===== src/rtl/irqm_pkg.sv =====
// Package irqm_pkg
// Holds the register offsets, the decoded operation codes and the command
// record that passes from the bus decoder to the state modules.
// Assumes a 12-bit byte address and 32-bit data on the register bus.
package irqm_pkg;
    localparam int unsigned ADDR_W      = 12;
    localparam int unsigned DATA_W      = 32;
    localparam int unsigned SRC_FIELD_W = 10;

    localparam logic [ADDR_W-1:0] OFS_CTRL       = 12'h000;
    localparam logic [ADDR_W-1:0] OFS_SWTRIG     = 12'h004;
    localparam logic [ADDR_W-1:0] OFS_GEN_SET    = 12'h008;
    localparam logic [ADDR_W-1:0] OFS_GEN_CLR    = 12'h00C;
    localparam logic [ADDR_W-1:0] OFS_SWACK      = 12'h010;
    localparam logic [ADDR_W-1:0] OFS_ROUTE_BASE = 12'h100;
    localparam logic [ADDR_W-1:0] OFS_MASK_SET   = 12'h800;
    localparam logic [ADDR_W-1:0] OFS_MASK_CLR   = 12'h804;

    typedef enum logic [3:0] {
        OP_NONE,
        OP_CTRL,
        OP_SWTRIG,
        OP_SWACK,
        OP_GEN_SET,
        OP_GEN_CLR,
        OP_MASK_SET,
        OP_MASK_CLR,
        OP_ROUTE
    } op_e;

    typedef struct packed {
        logic                   wr;
        op_e                    op;
        logic [SRC_FIELD_W-1:0] src;
        logic                   in_range;
        logic [DATA_W-1:0]      data;
    } cmd_t;
endpackage


===== src/rtl/irqm_decode.sv =====
// Module irqm_decode
// Turns one bus access into a command record. It names the operation and
// works out the source index. For routing registers the index comes from
// the address; for every other command it comes from the low write-data
// bits. It also flags whether that index names an existing source.
// Assumes at most one access per cycle. The record is filled for reads too,
// so that the read multiplexer can share the same decode.
module irqm_decode
    import irqm_pkg::*;
#(
    parameter int unsigned NUM_SRC = 32
) (
    input  logic              bus_wr,
    input  logic [ADDR_W-1:0] bus_addr,
    input  logic [DATA_W-1:0] bus_wdata,
    output cmd_t              cmd
);
    localparam logic [ADDR_W-1:0] ROUTE_END = ADDR_W'(OFS_ROUTE_BASE + 4 * NUM_SRC);
    localparam logic [ADDR_W-1:0] ROUTE_WIN = 12'h400;

    logic [ADDR_W-1:0]      route_off;
    logic                   route_win;
    logic [SRC_FIELD_W-1:0] route_idx;

    // Offset and index inside the routing window
    always_comb begin
        route_off = bus_addr - OFS_ROUTE_BASE;
        route_win = (bus_addr >= OFS_ROUTE_BASE) && (bus_addr < ROUTE_WIN)
                    && (bus_addr[1:0] == 2'b00);
        route_idx = SRC_FIELD_W'(route_off >> 2);
    end

    // Operation and source selection
    always_comb begin
        cmd.wr       = bus_wr;
        cmd.data     = bus_wdata;
        cmd.src      = bus_wdata[SRC_FIELD_W-1:0];
        cmd.op       = OP_NONE;
        unique case (bus_addr)
            OFS_CTRL:     cmd.op = OP_CTRL;
            OFS_SWTRIG:   cmd.op = OP_SWTRIG;
            OFS_SWACK:    cmd.op = OP_SWACK;
            OFS_GEN_SET:  cmd.op = OP_GEN_SET;
            OFS_GEN_CLR:  cmd.op = OP_GEN_CLR;
            OFS_MASK_SET: cmd.op = OP_MASK_SET;
            OFS_MASK_CLR: cmd.op = OP_MASK_CLR;
            default: begin
                if (route_win) begin
                    cmd.op  = OP_ROUTE;
                    cmd.src = route_idx;
                end
            end
        endcase
        if (cmd.op == OP_ROUTE) begin
            cmd.in_range = (bus_addr < ROUTE_END);
        end else begin
            cmd.in_range = (cmd.src < SRC_FIELD_W'(NUM_SRC));
        end
    end

    // a routing index that the range check passes always names a real source
    always_comb begin
        if (cmd.op == OP_ROUTE && cmd.in_range) begin
            a_route_idx_r9: assert (route_idx < SRC_FIELD_W'(NUM_SRC));
        end
    end
endmodule


===== src/rtl/irqm_global.sv =====
// Module irqm_global
// Holds the state shared by all CPUs: the run bit, the per-source shared
// enable and the software-pending bits. It offers the combined pending
// vector, which is the device lines ORed with the software-pending bits.
// Assumes that the command record comes from irqm_decode and that the
// device lines are already synchronous to clk.
module irqm_global
    import irqm_pkg::*;
#(
    parameter int unsigned NUM_SRC = 32
) (
    input  logic               clk,
    input  logic               rst_n,
    input  cmd_t               cmd,
    input  logic [NUM_SRC-1:0] src_irq,
    output logic               run_q,
    output logic [NUM_SRC-1:0] gen_q,
    output logic [NUM_SRC-1:0] pend
);
    localparam int unsigned IDX_W = (NUM_SRC > 1) ? $clog2(NUM_SRC) : 1;

    logic [NUM_SRC-1:0] swp_q;
    logic [IDX_W-1:0]   idx;
    logic               act;

    assign idx  = cmd.src[IDX_W-1:0];
    assign act  = cmd.wr && cmd.in_range;
    assign pend = src_irq | swp_q;

    // Controller-wide run bit
    always_ff @(posedge clk) begin
        if (!rst_n) begin
            run_q <= 1'b0;
        end else if (cmd.wr && cmd.op == OP_CTRL) begin
            run_q <= cmd.data[0];
        end
    end

    // Shared enable per source, one bit per command
    always_ff @(posedge clk) begin
        if (!rst_n) begin
            gen_q <= '0;
        end else if (act && cmd.op == OP_GEN_SET) begin
            gen_q[idx] <= 1'b1;
        end else if (act && cmd.op == OP_GEN_CLR) begin
            gen_q[idx] <= 1'b0;
        end
    end

    // Software pending: raised by trigger, withdrawn by acknowledge
    always_ff @(posedge clk) begin
        if (!rst_n) begin
            swp_q <= '0;
        end else if (act && cmd.op == OP_SWTRIG) begin
            swp_q[idx] <= 1'b1;
        end else if (act && cmd.op == OP_SWACK) begin
            swp_q[idx] <= 1'b0;
        end
    end

    // a clear-enable command leaves the named source disabled
    p_gen_clear_r3: assert property (@(posedge clk) disable iff (!rst_n)
        (act && cmd.op == OP_GEN_CLR) |=> !gen_q[$past(idx)]);

    // an out-of-range enable command changes no enable bit
    p_gen_oob_ignored_r9: assert property (@(posedge clk) disable iff (!rst_n)
        (cmd.wr && !cmd.in_range && (cmd.op == OP_GEN_SET || cmd.op == OP_GEN_CLR))
        |=> $stable(gen_q));

    // an acknowledge withdraws the software-pending bit
    p_swack_r7: assert property (@(posedge clk) disable iff (!rst_n)
        (act && cmd.op == OP_SWACK) |=> !swp_q[$past(idx)]);
endmodule


===== src/rtl/irqm_cpu_bank.sv =====
// Module irqm_cpu_bank
// Holds the per-source unmask bits of one CPU and drives that CPU's
// registered interrupt output. Alias-window commands apply only when the
// issuing CPU matches CPU_ID. A routing write applies whoever issues it,
// taking write-data bit CPU_ID as the new unmask bit.
// Assumes the shared stage gives the run bit, enables and pending vector.
module irqm_cpu_bank
    import irqm_pkg::*;
#(
    parameter int unsigned NUM_SRC = 32,
    parameter int unsigned CPU_W   = 1,
    parameter int unsigned CPU_ID  = 0
) (
    input  logic               clk,
    input  logic               rst_n,
    input  cmd_t               cmd,
    input  logic [CPU_W-1:0]   bus_cpu,
    input  logic               run_q,
    input  logic [NUM_SRC-1:0] gen_q,
    input  logic [NUM_SRC-1:0] pend,
    output logic [NUM_SRC-1:0] unm_q,
    output logic               irq_q
);
    localparam int unsigned IDX_W = (NUM_SRC > 1) ? $clog2(NUM_SRC) : 1;

    logic [IDX_W-1:0] idx;
    logic             own;
    logic             act;
    logic             alias_op;

    assign idx      = cmd.src[IDX_W-1:0];
    assign own      = (bus_cpu == CPU_W'(CPU_ID));
    assign act      = cmd.wr && cmd.in_range;
    assign alias_op = (cmd.op == OP_MASK_SET) || (cmd.op == OP_MASK_CLR);

    // Unmask bits: alias commands for this CPU or routing writes
    always_ff @(posedge clk) begin
        if (!rst_n) begin
            unm_q <= '0;
        end else if (act) begin
            unique case (cmd.op)
                OP_MASK_SET: if (own) unm_q[idx] <= 1'b0;
                OP_MASK_CLR: if (own) unm_q[idx] <= 1'b1;
                OP_ROUTE:    unm_q[idx] <= cmd.data[CPU_ID];
                default:     ;
            endcase
        end
    end

    // Registered interrupt request toward this CPU
    always_ff @(posedge clk) begin
        if (!rst_n) begin
            irq_q <= 1'b0;
        end else begin
            irq_q <= run_q && |(pend & gen_q & unm_q);
        end
    end

    // an alias write from another CPU leaves this bank untouched
    p_alias_isolated_r5: assert property (@(posedge clk) disable iff (!rst_n)
        (cmd.wr && alias_op && !own) |=> $stable(unm_q));

    // a set-mask command from this CPU masks the named source
    p_mask_set_r4: assert property (@(posedge clk) disable iff (!rst_n)
        (act && own && cmd.op == OP_MASK_SET) |=> !unm_q[$past(idx)]);

    // no request is raised while the run bit is off
    p_irq_needs_run_r1: assert property (@(posedge clk) disable iff (!rst_n)
        irq_q |-> $past(run_q));
endmodule


===== src/rtl/irq_dual_mask_ctrl.sv =====
// Module irq_dual_mask_ctrl
// Top level. It decodes bus accesses and keeps the shared enable stage. It
// builds one mask bank per CPU and returns registered read data: the run
// bit, the routing bits of a source, or zero for command registers.
// Assumes a single-cycle bus and bus_cpu below NUM_CPU. The routing
// read-back fits NUM_CPU bits into the data word.
module irq_dual_mask_ctrl
    import irqm_pkg::*;
#(
    parameter int unsigned NUM_SRC = 32,
    parameter int unsigned NUM_CPU = 2,
    localparam int unsigned CPU_W  = (NUM_CPU > 1) ? $clog2(NUM_CPU) : 1
) (
    input  logic               clk,
    input  logic               rst_n,
    input  logic [NUM_SRC-1:0] src_irq,
    input  logic               bus_wr,
    input  logic               bus_rd,
    input  logic [ADDR_W-1:0]  bus_addr,
    input  logic [DATA_W-1:0]  bus_wdata,
    input  logic [CPU_W-1:0]   bus_cpu,
    output logic [DATA_W-1:0]  bus_rdata,
    output logic [NUM_CPU-1:0] cpu_irq
);
    localparam int unsigned IDX_W = (NUM_SRC > 1) ? $clog2(NUM_SRC) : 1;

    cmd_t                            cmd;
    logic                            run_q;
    logic [NUM_SRC-1:0]              gen_q;
    logic [NUM_SRC-1:0]              pend;
    logic [NUM_CPU-1:0][NUM_SRC-1:0] unm_all;
    logic [NUM_CPU-1:0]              route_bits;
    logic [DATA_W-1:0]               rd_mux;

    irqm_decode #(.NUM_SRC(NUM_SRC)) u_decode (
        .bus_wr    (bus_wr),
        .bus_addr  (bus_addr),
        .bus_wdata (bus_wdata),
        .cmd       (cmd)
    );

    irqm_global #(.NUM_SRC(NUM_SRC)) u_global (
        .clk     (clk),
        .rst_n   (rst_n),
        .cmd     (cmd),
        .src_irq (src_irq),
        .run_q   (run_q),
        .gen_q   (gen_q),
        .pend    (pend)
    );

    for (genvar c = 0; c < NUM_CPU; c++) begin : g_bank
        irqm_cpu_bank #(
            .NUM_SRC (NUM_SRC),
            .CPU_W   (CPU_W),
            .CPU_ID  (c)
        ) u_bank (
            .clk     (clk),
            .rst_n   (rst_n),
            .cmd     (cmd),
            .bus_cpu (bus_cpu),
            .run_q   (run_q),
            .gen_q   (gen_q),
            .pend    (pend),
            .unm_q   (unm_all[c]),
            .irq_q   (cpu_irq[c])
        );
        assign route_bits[c] = unm_all[c][cmd.src[IDX_W-1:0]];
    end

    // Read multiplexer over the decoded operation
    always_comb begin
        rd_mux = '0;
        unique case (cmd.op)
            OP_CTRL:  rd_mux[0] = run_q;
            OP_ROUTE: if (cmd.in_range) rd_mux[NUM_CPU-1:0] = route_bits;
            default:  ;
        endcase
    end

    // Read data register, loaded on each read strobe
    always_ff @(posedge clk) begin
        if (!rst_n) begin
            bus_rdata <= '0;
        end else if (bus_rd) begin
            bus_rdata <= rd_mux;
        end
    end

    // command registers read as zero
    p_cmd_read_zero_r8: assert property (@(posedge clk) disable iff (!rst_n)
        (bus_rd && (cmd.op == OP_SWTRIG || cmd.op == OP_SWACK || cmd.op == OP_GEN_SET
                    || cmd.op == OP_GEN_CLR || cmd.op == OP_MASK_SET
                    || cmd.op == OP_MASK_CLR)) |=> (bus_rdata == '0));

    // read data only moves after a read strobe
    p_rdata_hold_r10: assert property (@(posedge clk) disable iff (!rst_n)
        !bus_rd |=> $stable(bus_rdata));
endmodule


===== config.mk =====
export PLATFORM = sky130hd
export DESIGN_NAME = irq_dual_mask_ctrl
export DESIGN_NICKNAME = d
export VERILOG_FILES = /design/src/rtl/irqm_pkg.sv /design/src/rtl/irqm_decode.sv /design/src/rtl/irqm_global.sv /design/src/rtl/irqm_cpu_bank.sv /design/src/rtl/irq_dual_mask_ctrl.sv
export SDC_FILE = /design/constraint.sdc
export NUM_CORES = 1
export LEC_CHECK = 0
export ABC_AREA = 1
export CORE_UTILIZATION = 55
export DETAILED_ROUTE_END_ITERATION = 8
export PLACE_DENSITY = 0.88
export SLEW_MARGIN = 20
export SYNTH_ARGS = -nofsm -noshare
export SYNTH_HDL_FRONTEND = slang
export SYNTH_SLANG_ARGS = --single-unit
export TNS_END_PERCENT = 20

===== constraint.sdc =====
create_clock -name clk -period 3.15 [get_ports clk]
set_input_delay 0.315 -clock clk [delete_from_list [all_inputs] [get_ports clk]]
set_output_delay 0.315 -clock clk [all_outputs]
set_load 0.05 [all_outputs]

# Word level (Yosys, flattened, before mapping)
# Index checks and enable logic that the tools add are counted.
totals:
  wordCells: 92
  out_inout_bits: 34
  register_bits: 133
  in_bits: 81
op_classes:
  bitwise_logic: 13
  addsub: 1
  magnitude_cmp: 6
  mux: 25
  n_reduce_logical: 21
  n_eq_ne: 18
ops:
  columns: ["operator", "count"]
  rows:
  - ["two-way mux 32 bit", 8]
  - ["bitwise AND 32 bit", 7]
  - ["one-hot mux 32 bit (3 select lines)", 2]
  - ["OR 32 bit", 5]
  - ["bitwise mux 32 bit", 2]
  - ["OR reduction 32 bit", 2]
  - ["inverter 32 bit", 1]
  - ["one-hot mux 4 bit (7 select lines)", 1]
  - ["equality test 12 bit, second input constant", 2]
  - ["equality test 12 x 4 -> 1 bit, second input constant", 2]
  - ["equality test 4 x 3 -> 1 bit, second input constant", 4]
  - ["two-way mux 14 bit", 1]
  - ["equality test 12 x 3 -> 1 bit, second input constant", 1]
  - ["equality test 12 x 5 -> 1 bit, second input constant", 1]
  - ["greater-or-equal comparator 12 x 9 -> 1 bit, second input constant", 1]
  - ["zero test 12 bit", 1]
  - ["< comparator 12 x 11 -> 1 bit, second input constant", 1]
  - ["< comparator 12 x 9 -> 1 bit, second input constant", 1]
  - ["subtractor 12 x 9 -> 12 bit, second input constant", 1]
  - ["logical AND 1 bit", 11]
  - ["binary-select mux 1 bit (select 5 bit)", 2]
  - ["< comparator 10 x 6 -> 1 bit, second input constant", 1]
  - ["two-way mux 10 bit", 1]
  - ["equality test 4 x 2 -> 1 bit, second input constant", 2]
  - ["14 further kinds", 23]

# Longest topological paths before layout
logic_depth:
  ltp_word: 13
  ltp_mapped: 21
  depth_no_buf: 20

# By module
# From an unflattened synthesis, not the netlist that was laid out.
unflattened:
  cells_unflattened: 1701
  hier_area_um2: 9636.7
modules_own_cells:
  columns: ["mod", "area_per_inst_um2", "n_inst", "cells_each", "seq_area_each_um2"]
  rows:
  - ["irqm_global", 3148.0, 1, 484, 1301.2]
  - ["irqm_cpu_bank (g_bank[1].u_bank)", 2406.1, 1, 470, 660.6]
  - ["irqm_cpu_bank (g_bank[0].u_bank)", 2173.3, 1, 406, 660.6]
  - ["irq_dual_mask_ctrl", 1128.6, 1, 204, 40.0]
  - ["irqm_decode", 780.7, 1, 137, 0.0]

# Worst setup path before layout
# OpenSTA, ideal clock, no wires.
synth_path:
  kind: "input-to-reg"
  from: "in bus_addr[9]"
  to: "reg g_bank[0].u_bank.unm_q[30]"
  arrival_ns: 2.370
  stages: 18
  slack_ns: 0.664
  required_ns: 3.034
  path_cell_list: "inv_1 -> ha_1 -> inv_1 -> nor2_4 -> nand3_1 -> nand2_2 -> inv_2 -> nand2_2 -> nor2_4 -> nand2_4 -> buf_6 -> nand2_2 -> o21ai_4 -> nand3_4 -> nor2_2 -> nand2_1 -> o21ai_1 -> a21oi_1"
synth_via:
  elab_chain_cells: 13
  elab_cells_between_ends: 39
  classes_between: "1 x add/sub; 6 x order compare; 11 x eq/ne; 10 x mux; 3 x bitwise; 8 x reduce/logical"
synth_rtl:
  columns: ["element", "line_no", "rtl"]
  rows:
  - ["start, declared", "irq_dual_mask_ctrl.sv:19", "input logic [ADDR_W-1:0] bus_addr,"]
  - ["greater-or-equal comparator 12 x 9 -> 1 bit / < comparator 12 x 11 -> 1 bit (equally long branches)", "irqm_decode.sv:28", "route_win = (bus_addr >= OFS_ROUTE_BASE) && (bus_addr < ROUTE_WIN)"]
  - ["logical AND 1 bit", "irqm_decode.sv:28", null]
  - ["logical AND 1 bit", "irqm_decode.sv:29", "&& (bus_addr[1:0] == 2'b00);"]
  - ["two-way mux 14 bit", "irqm_decode.sv:48", "if (route_win) begin"]
  - ["two-way mux 10 bit", "irqm_decode.sv:39", "unique case (bus_addr)"]
  - ["< comparator 5 x 6 -> 1 bit (not written as such) / greater-or-equal comparator 5 x 1 -> 1 bit (equally long branches)", "irqm_cpu_bank.sv:42, irqm_cpu_bank.sv:43, irqm_cpu_bank.sv:44", null]
  - ["logical AND 1 bit (not written as such)", "irqm_cpu_bank.sv:42, irqm_cpu_bank.sv:43, irqm_cpu_bank.sv:44", null]
  - ["two-way mux 1 bit (not written as such)", "irqm_cpu_bank.sv:42, irqm_cpu_bank.sv:43, irqm_cpu_bank.sv:44", null]
  - ["demux 1 bit (select 5 bit)", null, null]
  - ["inverter 32 bit (no line)", null, null]
  - ["bitwise AND 32 bit (no line)", null, null]
  - ["two-way mux 32 bit", "irqm_cpu_bank.sv:42", "OP_MASK_SET: if (own) unm_q[idx] <= 1'b0;"]
  - ["one-hot mux 32 bit (3 select lines)", "irqm_cpu_bank.sv:41", "unique case (cmd.op)"]
  - ["end signal, assigned by index", "irqm_cpu_bank.sv:44", "OP_ROUTE: unm_q[idx] <= cmd.data[CPU_ID];"]
  - ["end, declared", "irqm_cpu_bank.sv:21", "output logic [NUM_SRC-1:0] unm_q,"]
# Several ways; a longest one is shown, not always the timed one. The select of a mux whose other input is x is not followed.
# A chain may end at the register's enable or synchronous reset.

==> metrics.md <==
| Metric | Value |
|---|---|
| Status | `finished, final reports clean` |
| Worst-Skew Late Latency | `approximately 0.44 ns` |
| Fin crit period | `approximately 2.9 ns` |
| Pre-CTS setup slack | `-0.0836 ns` |
| CTS tree | `done` |
| Final WS setup | `around 0.24 ns` |
| Crit path max fanout | `6` |
| Crit Path Class | `input pin to flip-flop` |
| GRT Overall Usage | `31.8%` |
| DRT iter0 DRCs | `between 800 and 900` |
| Core ar. | `roughly 0.014 mm2` |
| Sequential fraction of the synthesis area | `roughly 34%` |
| Share of the synthesized area in the top cell type | `between 30% and 40%` |
| Syn_area_per_cell | `a little under 7 um2` |
| Largest area contributor in the netlist | `dfxtp_1` |
| Startpoint types | `input pin` |
| Reg clk slew, reported paths | `approximately 0.050 ns` |
| Die ar. | `0.0146 mm2` |
| PD cells | `464 mW/mm2` |
| Post-Route Skew | `roughly 0.011 ns` |
| Setup crit end kind | `flip-flop` |
| CTS root buffer | `clkbuf_16` |
| Worst-Margin Slew | `0.665 ns` |
| Clock sinks | `133` |
| RSZ-0062 raised after global routing | `false` |
| Largest net degree at the start of global routing | `52` |
| Number of global-route vias before repair | `approximately 7600` |
| Grt ovf | `0` |
| EDFF count, synth | `0` |
| I/O Buffers | `between 60 and 70` |
| First-pass GRT wire length | `36300 um` |
| Filler cell count in the final layout | `~1100` |
| Die H | `between 100 and 150 um` |
| Met1 WL | `8930 um` |
| Met2 WL | `between 10000 and 15000 um` |
| Final Setup Violations | `0` |
| Post-synth cell types | `46` |
| Clock Path Buffers | `2` |
| FP Rows | `43` |
| Hpwl dp | `roughly 15000 um` |
| HP Class | `flip-flop to flip-flop` |
| Top cells by area, synth | `dfxtp_1 (34%), nand2_1 (13%), a21oi_1 (8.6%), o21ai_0 (7.9%), inv_1 (4.7%)` |
| CTS Buf Count | `17` |
| WL per Instance | `16.1 um` |
| CP Data Arrival Time | `~3.2 ns` |
| Via count | `8003` |
| Antenna Cells | `0` |
| H-tree Lvls | `4` |
| Post-Syn Instances | `1130` |
| Die X | `approximately 120 um` |
| Post-synthesis cell area | `~0.0078 mm2` |
| DR top layer | `met4` |
| Share of layout cells above drive strength 1 | `between 10 and 15%` |
| Max VDD drop | `436 uV` |
| Setup TNS | `0 ns` |
| Post-DRT Antenna Nets | `0` |
| Post-CTS sizing | `0` |
| Initial Utilization | `56.1%` |
| Fmax | `344 MHz` |
| Max-cap violations | `0` |
| Area of the multi-input gates | `approximately 0.0043 mm2` |
| Postcts setup bufs | `0` |
| Vias per cell | `5.74` |
| Placer congestion estimate | `roughly 0.97` |
| Max-slew violation count | `0` |
| Ys async rst share | `0%` |
| NumNets Final | `between 1000 and 1500` |
| Seq cells post-synth | `133` |
| I/O pins | `around 120` |
| Total wire length | `22500 um` |
| Hold Vio Cnt, Final | `0` |
| CTS Hold Buffers Added | `0` |
| DRC | `0` |
| DR WL met3 | `between 2000 and 2500 um` |
| Synth warn | `0` |
| Antenna violations before repair | `0` |
| P&R area growth vs syn | `19.6%` |
| Ys flop type | `dfxtp_1` |
| FF+latch area | `0.00266 mm2` |
| Relative slew slack | `around 56%` |
| Req. time, crit path | `around 3.4 ns` |
| First-pass DRT Iterations | `6` |
| Leak Pwr | `3.53 nW` |
| Period Utilization, post-route | `92.4%` |
## final timing paths
check                            startpoint                endpoint  slack (ns)  depth (start not counted)
worst min-delay path              flip-flop               flip-flop        0.47                          2
worst min register to register    flip-flop               flip-flop        0.47                          2
worst max-delay path            bus_addr[8]               flip-flop        0.24                         17
worst max register to register    flip-flop  g_bank[1].u_bank.irq_q        1.11                          5
## final cells by class
type                    count  share of cell area, %
flip-flops and latches    133                   28.7
well taps                 180                   2.43
inverters                 135                   5.46
clock inverters            10                   1.62
clock buffers              22                   5.22
repair buffers            102                   10.6
multi-input cells         813                   46.0
## per-layer routing
layer  global-route usage (%)  vias up
li1                         -     3812
met1                     38.6     3621
met2                     51.9      476
met3                     7.50       94
met4                     17.7        0
met5                        0        -
## synth_stat cells (3+ instances only)
master    number
a21oi_1      133
o21a_1        10
nor2_4        21
nor2_1        50
nand4_1        9
o21ai_0      123
a211oi_2      12
nand2_1      273
nand3_4        6
inv_2         29
nand3_1       32
buf_2         14
nor2_2        13
a221oi_1       8
o21ai_1       22
buf_4         33
dfxtp_1      133
nand2_4        8
o22ai_1       15
clkinv_1       8
inv_1         98
nor3_1         4
a211oi_1      10
nand2_2       10
ha_1           3
clkbuf_1      28
## stage by stage
| step | hold WS, ns | util, % | instance area (um2) | total power [W] | std cells |
|---|---|---|---|---|---|
| 6_report | 0.469 | 67.1 | 9280 | 0.00431 | 1395 |
| 5_1_grt | 0.485 | 67.1 | 9280 | 0.00442 | 1395 |
| 4_1_cts | 0.471 | 67.1 | 9280 | 0.00430 | 1395 |
| 3_5_place_dp | 0.462 | 62.5 | 8640 | 0.00219 | 1363 |
| 3_3_place_gp | 0.451 | 62.5 | 8640 | 0.00219 | 1363 |
| 2_1_floorplan | 0.442 | - | 7860 | 0.00205 | 1159 |
## placed cells by master, fill, tap and decap left out, types with 2 or more instances in the layout
| master | instances |
|---|---|
| o21ai_2 | 2 |
| nand2_2 | 10 |
| a211oi_2 | 12 |
| a21oi_1 | 133 |
| nand2_4 | 8 |
| nand2_1 | 273 |
| nor2_1 | 49 |
| ha_1 | 3 |
| inv_2 | 29 |
| dfxtp_1 | 133 |
| o21ai_1 | 22 |
| clkinv_1 | 8 |
| bufinv_16 | 4 |
| o21a_1 | 10 |
| inv_1 | 98 |
| nor3_1 | 4 |
| a211oi_1 | 10 |
| o21ai_0 | 123 |
| o211ai_1 | 2 |
| clkdlybuf4s50_1 | 62 |
| o22ai_1 | 15 |
| buf_12 | 5 |
| a22o_1 | 2 |
| a221oi_1 | 8 |
| nand3_4 | 6 |
| nand4_1 | 9 |
| nor2_2 | 14 |
| conb_1 | 30 |
| nor2_4 | 21 |
| clkinv_2 | 6 |
| buf_4 | 35 |
| clkbuf_8 | 4 |
| clkbuf_16 | 17 |
| nand3_1 | 32 |
| o21ai_4 | 2 |
## where the power goes
part           leakage [nW]  internal, W  switching, W
Sequential             1.07      0.00168   0.000000456
Combinational          2.14     0.000156      0.000326
Clock                 0.319      0.00140      0.000742
## cell families after synthesis
group / after synthesis / synth area share [%]
AND/OR/NAND/NOR: 433 / 27.0
AO/OA/AOI/OAI: 347 / 25.9
buffers and inverters: 213 / 12.3
flip-flops: 133 / 34.3
adder cells (fa/ha/maj): 3 / 0.484
other: 1 / 0.0484
## critical path: stages
cell	delay, ns
clkdlybuf4s50_1	0.48
inv_1	0.06
ha_1	0.23
nand3_1	0.12
inv_1	0.09
nand3_4	0.13
nand2_2	0.08
nor2_2	0.14
nand2_2	0.11
nor2_4	0.18
nand2_1	0.09
o21ai_2	0.11
nand2_2	0.25
inv_1	0.24
nand2_1	0.16
o21ai_0	0.28
a21oi_1	0.13
Note: power is estimated with default switching activity, not from simulation.
